File: src/rtl/nand_ecc_pkg.sv
// Shared sizing for the NAND parity accumulator.
// Assumes 8-bit data bytes, so three column levels are fixed.
package nand_ecc_pkg;
    localparam int COL_LEVELS = 3;
    localparam int BYTE_W     = 8;
    localparam int WORD_W     = 32;
    localparam int ODD_LSB    = 16;
endpackage

File: src/rtl/nand_ecc_step.sv
// Combinational fold of one byte into the even/odd parity vectors.
// Assumes the caller supplies the byte's index within the block.
module nand_ecc_step
    import nand_ecc_pkg::*;
#(
    parameter int IDX_W = 9
) (
    input  logic [BYTE_W-1:0]             data,
    input  logic [IDX_W-1:0]              idx,
    input  logic [COL_LEVELS+IDX_W-1:0]   even_in,
    input  logic [COL_LEVELS+IDX_W-1:0]   odd_in,
    output logic [COL_LEVELS+IDX_W-1:0]   even_out,
    output logic [COL_LEVELS+IDX_W-1:0]   odd_out
);
    localparam int LEVELS = COL_LEVELS + IDX_W;

    logic byte_par;
    logic [LEVELS-1:0] even_hit, odd_hit;

    assign byte_par = ^data;

    genvar j, b;
    generate
        for (j = 0; j < COL_LEVELS; j++) begin : g_col
            logic [BYTE_W-1:0] m_odd;
            for (b = 0; b < BYTE_W; b++) begin : g_bit
                assign m_odd[b] = ((b >> j) & 1) != 0;
            end
            assign odd_hit[j]  = ^(data & m_odd);
            assign even_hit[j] = ^(data & ~m_odd);
        end
        for (j = 0; j < IDX_W; j++) begin : g_row
            assign odd_hit[COL_LEVELS+j]  = byte_par & idx[j];
            assign even_hit[COL_LEVELS+j] = byte_par & ~idx[j];
        end
    endgenerate

    assign even_out = even_in ^ even_hit;
    assign odd_out  = odd_in ^ odd_hit;
endmodule

File: src/rtl/nand_ecc_lane.sv
// One lane: parity registers plus byte index, with clear priority.
// Assumes clr and take are single-cycle qualified strobes.
module nand_ecc_lane
    import nand_ecc_pkg::*;
#(
    parameter int IDX_W = 9
) (
    input  logic              clk,
    input  logic              rst_n,
    input  logic              clr,
    input  logic              take,
    input  logic [BYTE_W-1:0] data,
    output logic [WORD_W-1:0] word
);
    localparam int LEVELS = COL_LEVELS + IDX_W;

    logic [LEVELS-1:0] even_q, odd_q, even_d, odd_d;
    logic [IDX_W-1:0]  idx_q;

    nand_ecc_step #(.IDX_W(IDX_W)) u_step (
        .data(data), .idx(idx_q),
        .even_in(even_q), .odd_in(odd_q),
        .even_out(even_d), .odd_out(odd_d)
    );

    // Parity and index state update; clear wins over an accepted byte.
    always_ff @(posedge clk) begin
        if (!rst_n || clr) begin
            even_q <= '0;
            odd_q  <= '0;
            idx_q  <= '0;
        end else if (take) begin
            even_q <= even_d;
            odd_q  <= odd_d;
            idx_q  <= idx_q + 1'b1;
        end
    end

    // Pack the two parity halves into the result word.
    always_comb begin
        word = '0;
        word[LEVELS-1:0]                 = even_q;
        word[ODD_LSB+LEVELS-1:ODD_LSB]   = odd_q;
    end


    clear_empties_chk: assert property (@(posedge clk) disable iff (!rst_n)
        clr |=> (word == '0 && idx_q == '0));

    index_step_chk: assert property (@(posedge clk) disable iff (!rst_n)
        (take && !clr) |=> idx_q == $past(idx_q) + 1'b1);

    idle_hold_chk: assert property (@(posedge clk) disable iff (!rst_n)
        (!take && !clr) |=> ($stable(word) && $stable(idx_q)));
endmodule

File: src/rtl/nand_ecc_accum.sv
// Top: control register, lane qualification and result readout.
// Assumes one snooped byte per cycle at most, on one lane.
module nand_ecc_accum
    import nand_ecc_pkg::*;
#(
    parameter int CS_N  = 4,
    parameter int IDX_W = 9,
    localparam int CS_W   = $clog2(CS_N),
    localparam int CTRL_W = 8 + CS_N
) (
    input  logic              clk,
    input  logic              rst_n,
    input  logic              ctrl_we,
    input  logic [CTRL_W-1:0] ctrl_wdata,
    input  logic              xfer_valid,
    input  logic [CS_W-1:0]   xfer_cs,
    input  logic [BYTE_W-1:0] xfer_data,
    input  logic [CS_W-1:0]   rd_sel,
    output logic [WORD_W-1:0] rd_word
);
    logic [CS_N-1:0]   ecc_en_q, nand_en_q;
    logic [WORD_W-1:0] lane_word [CS_N];

    // Control register holding per-lane ECC enables and NAND modes.
    always_ff @(posedge clk) begin
        if (!rst_n) begin
            ecc_en_q  <= '0;
            nand_en_q <= '0;
        end else if (ctrl_we) begin
            ecc_en_q  <= ctrl_wdata[8 +: CS_N];
            nand_en_q <= ctrl_wdata[0 +: CS_N];
        end
    end

    genvar i;
    generate
        for (i = 0; i < CS_N; i++) begin : g_lane
            logic clr_i, take_i;
            assign clr_i  = ctrl_we && ctrl_wdata[8+i];
            assign take_i = xfer_valid && (xfer_cs == CS_W'(i))
                            && ecc_en_q[i] && nand_en_q[i];
            nand_ecc_lane #(.IDX_W(IDX_W)) u_lane (
                .clk(clk), .rst_n(rst_n), .clr(clr_i), .take(take_i),
                .data(xfer_data), .word(lane_word[i])
            );
        end
    endgenerate

    // Result readout of the selected lane.
    assign rd_word = lane_word[rd_sel];


    spare_bits_zero_chk: assert property (@(posedge clk) disable iff (!rst_n)
        (rd_word[31:28] == 4'h0 && rd_word[15:12] == 4'h0));
endmodule

File: config.mk
export PLATFORM = sky130hd
export DESIGN_NAME = nand_ecc_accum
export DESIGN_NICKNAME = d
export VERILOG_FILES = /design/src/rtl/nand_ecc_pkg.sv /design/src/rtl/nand_ecc_step.sv /design/src/rtl/nand_ecc_lane.sv /design/src/rtl/nand_ecc_accum.sv
export SDC_FILE = /design/constraint.sdc
export NUM_CORES = 1
export LEC_CHECK = 0
export BUFFER_PORTS_ARGS = -buffer_cell sky130_fd_sc_hd__buf_2
export CAP_MARGIN = 10
export CORE_ASPECT_RATIO = 1.1
export CORE_UTILIZATION = 60
export CTS_CLUSTER_DIAMETER = 80
export DETAILED_ROUTE_END_ITERATION = 8
export HOLD_SLACK_MARGIN = 0.15
export PLACE_DENSITY = 0.8
export SKIP_LAST_GASP = 1
export SYNTH_ARGS = -nofsm -noshare
export SYNTH_HDL_FRONTEND = slang
export SYNTH_SLANG_ARGS = --single-unit
export TNS_END_PERCENT = 100
File: constraint.sdc
create_clock -name clk -period 4.1 [get_ports clk]
set_input_delay 0 -clock clk [delete_from_list [all_inputs] [get_ports clk]]
set_output_delay 0 -clock clk [all_outputs]
set_load 0.1 [all_outputs]
==> out/results.tsv <==
stage	metric	value	unit
pwr	pwr dens	446.4	nW/um2
synth	mapped cell area	6645	um2
synth	Distinct cells, synth	35	
critical_path	critical path type	in2reg	
final_layout	diode count	0	
sta	final setup TNS	0	ns
critical_path	reg2reg start	ecc_en_q[0]	
pwr	total power	3478	uW
detailed_routing	met2 wire len	9.791	mm
final_layout	final net count	813	
detailed_routing	Max Used Layer	met4	
final_layout	ratio of cells with drive above 1 in the final layout	14.36	%
critical_path	Worst Setup EP	g_lane[0].u_lane.even_q[4]	
clock_tree	root buffer selected by CTS	clkbuf_16	
sta	Fin. Hold Viols	0	
detailed_routing	Routed WL	19.23	mm
detailed_routing	wire length on met1	7.307	mm
synth	Post-synth EDFFs	0	
global_route	first-pass GRT wire length	30.54	mm
synth	Post-synth top cells	dfxtp_1 (140), a21oi_1 (103), nand2_1 (71)	
place	# placed instances	878	
final_layout	post-layout util	73.58	%
floorplanning	core box area	10590	um2
synth	Avg Cell Area, Syn	9.029	um2
sta	period utilization	57.39	%
critical_path	CP Launch Point	xfer_cs[1]	
synth	Post-synth top flop	dfxtp_1	
sta	Worst Tran Pin Value	1.066	ns
critical_path	CP Capture Type	register	
detailed_routing	drt first-iter violations	419	
critical_path	worst reg2reg path depth	4	
critical_path	Critical path buffers and inverters	2	
final_layout	Non-Filler Instances	937	
sta	Slew headroom	28.79	%
hold_path	HP Class	in2reg	
floorplanning	die height	112.4	um
critical_path	RR Endpoint	g_lane[0].u_lane.even_q[4]	
floorplanning	die width	102.3	um
critical_path	Crit path largest cell delay	0.74	ns
synth	Warnings, synthesis	0	
synth	flops & latches, synth	140	
floorplanning	initial core utilization	62.76	%
hold_path	WHS Path Cells	5	
synth	top cell type's share of synthesized area	42.18	%
detailed_routing	antenna-violating nets left	0	
synth	Seq/Total Area, Yosys	42.18	%
global_route	largest net degree at the start of global routing	58	
clock_tree	CTS tree	built	
sta	Achievable Freq	425.0	MHz
clock_tree	Reg clk slew, reported paths	0.06	ns
clock_tree	worst-skew pair later-pin latency	0.43	ns
critical_path	Data required, critical path	4.46	ns
sta	RSZ-0062 raised after global routing	false	
critical_path	Critical Path Source Type	input port	
place	IO Port Bufs	47	
synth	top post-synthesis cells by area	dfxtp_1 (42%), mux4_2 (8.1%), a21oi_1 (7.8%), or3_1 (5.8%), o21ai_0 (4.7%)	
sta	hold_ws	0.1818	ns
flow_run	max cap viols	0	
synth	most frequent cell after synthesis	dfxtp_1	
detailed_routing	DR vias	6123	
final_layout	synth-to-layout area growth	17.25	%
run_status	status	finished clean	
critical_path	worst-path cell chain	dlygate4sd3_1, buf_2, and4bb_2, nand2_1, or4_1, a21oi_1	
clock_tree	Max Buffers Root-to-Sink	2	
global_route	GRT overflow	0	
floorplanning	Die ar.	11500	um2
critical_path	critical path's top delay family	simple AND/OR/NAND/NOR gates	
floorplanning	Ports	60	
clock_tree	TritonCTS Buffers	17	
place	DP HPWL	11.28	mm
detailed_routing	Met3 Wirelength	1.386	mm
pwr	worst vdd ir	0.2921	mV
synth	Mapped Cells	736	
global_route	Total GRT Usage	35.84	%
critical_path	Slowest cell on crit path	or4_1	
global_route	number of global-route vias before repair	5998	
sta	Pins Over Slew Limit	0	
floorplanning	Row Count	39	
critical_path	Arr. time, crit path	2.71	ns
critical_path	worst reg2reg setup slack	1.81	ns
place	GPL Wtd Cong	0.8261	
detailed_routing	vias per cell	6.535	
critical_path	Crit. path cell count	6	
detailed_routing	WL per Instance	20.53	um
global_route	antenna violations before repair	0	
clock_tree	Num Clock Sinks	140	
sta	final setup fails	0	
synth	area leader, netlist	dfxtp_1	
detailed_routing	DRT Pass-1 Iters	7	
detailed_routing	Remaining DRCs	0	
pwr	static leakage	0.002598	uW
synth	asr flop ratio synth	0	%
critical_path	crit-path max FO	31	
clock_tree	H-tree Lvls	4	
sta	Final min period	2.353	ns
sta	clk_skew	0.006161	ns
==> stage by stage <==
stage / area (um2) / setup slack, ns
after floorplan: 6671 / 2.410
final: 7791 / 1.747
after CTS: 7791 / 1.838
after global routing: 7791 / 1.634
after global placement: 6857 / 1.893
after detailed placement: 6857 / 1.781
==> power breakdown <==
part / switching [uW] / internal, uW / leakage (uW)
Combinational: 288 / 83.1 / 0.00115
Sequential: 5.37 / 1370 / 0.00113
Clock: 583 / 1150 / 0.000316
==> flip-flops by register name, indices dropped and copies added, names as in the netlist <==
signal                count
g_lane.u_lane.idx_q      36
g_lane.u_lane.odd_q      48
ecc_en_q                  4
nand_en_q                 4
g_lane.u_lane.even_q     48
==> what timing repair did <==
action | in CTS | in global routing
buffers inserted | 0 | 0
setup endpoints to repair | 0 | 0
endpoints found under the hold margin | 11 | 0
hold buffers | 27 | 0
resized for setup | 0 | 0
==> cell type report <==
cell class	count	area [um2]
well taps	143	178.9
flip-flops and latches	140	2803
repair buffers	82	565.5
inverters	1	3.754
clock buffers	20	446.7
clock inverters	12	217.7
multi-input cells	539	3576
fillers	767	2798
==> worst min path at each step <==
| stage | start | slack, ns | to |
|---|---|---|---|
| 6_report | xfer_valid | 0.18 | g_lane[3].u_lane.idx_q[3] |
| 3_5_place_dp | ctrl_wdata[3] | 0.26 | nand_en_q[3] |
| 3_3_place_gp | ctrl_wdata[2] | 0.26 | nand_en_q[2] |
| 2_1_floorplan | ctrl_we | 0.17 | ecc_en_q[2] |
| 4_1_cts | xfer_valid | 0.16 | g_lane[3].u_lane.idx_q[3] |
| 5_1_grt | xfer_valid | 0.23 | g_lane[3].u_lane.idx_q[3] |
==> layout by cell type (no fill, tap or decap), types with 5 or more instances in the layout <==
cell / n
xnor2_1: 23
or4_1: 36
conb_1: 8
o21ai_0: 63
or3_1: 62
dlygate4sd3_1: 27
buf_4: 8
nor2b_1: 5
nand4_1: 14
nand2_1: 71
mux4_2: 24
buf_2: 47
and3_1: 6
a21oi_1: 103
clkbuf_16: 17
dfxtp_1: 140
xor2_1: 19
nor3_1: 6
o31ai_1: 36
nor2_1: 31
bufinv_16: 6
==> logic make-up after synthesis <==
logic type / count (synthesis) / share of synthesized area (%)
AOI/OAI and AO/OA: 206 / 17.02
xor gates and xnor gates: 45 / 6.270
buffers and inverters: 64 / 4.575
muxes: 28 / 8.737
DFF: 140 / 42.18
adders and majority gates: 4 / 0.7532
and+or+nand+nor: 248 / 20.41
other: 1 / 0.05643
==> routing by layer <==
metal	up-vias	GRT usage (%)
met5	-	0
met4	0	19.43
met3	73	7.783
met2	263	60.00
met1	3005	42.38
li1	2782	-
==> worst reg2reg max path, delay by kind of cell (launching register included) <==
kind | cells | cell delay [ns]
AOI/OAI and AO/OA | 1 | 0.16
DFF | 1 | 0.33
and+or+nand+nor | 3 | 1.74
No activity file was read; power rests on OpenSTA's default activity.
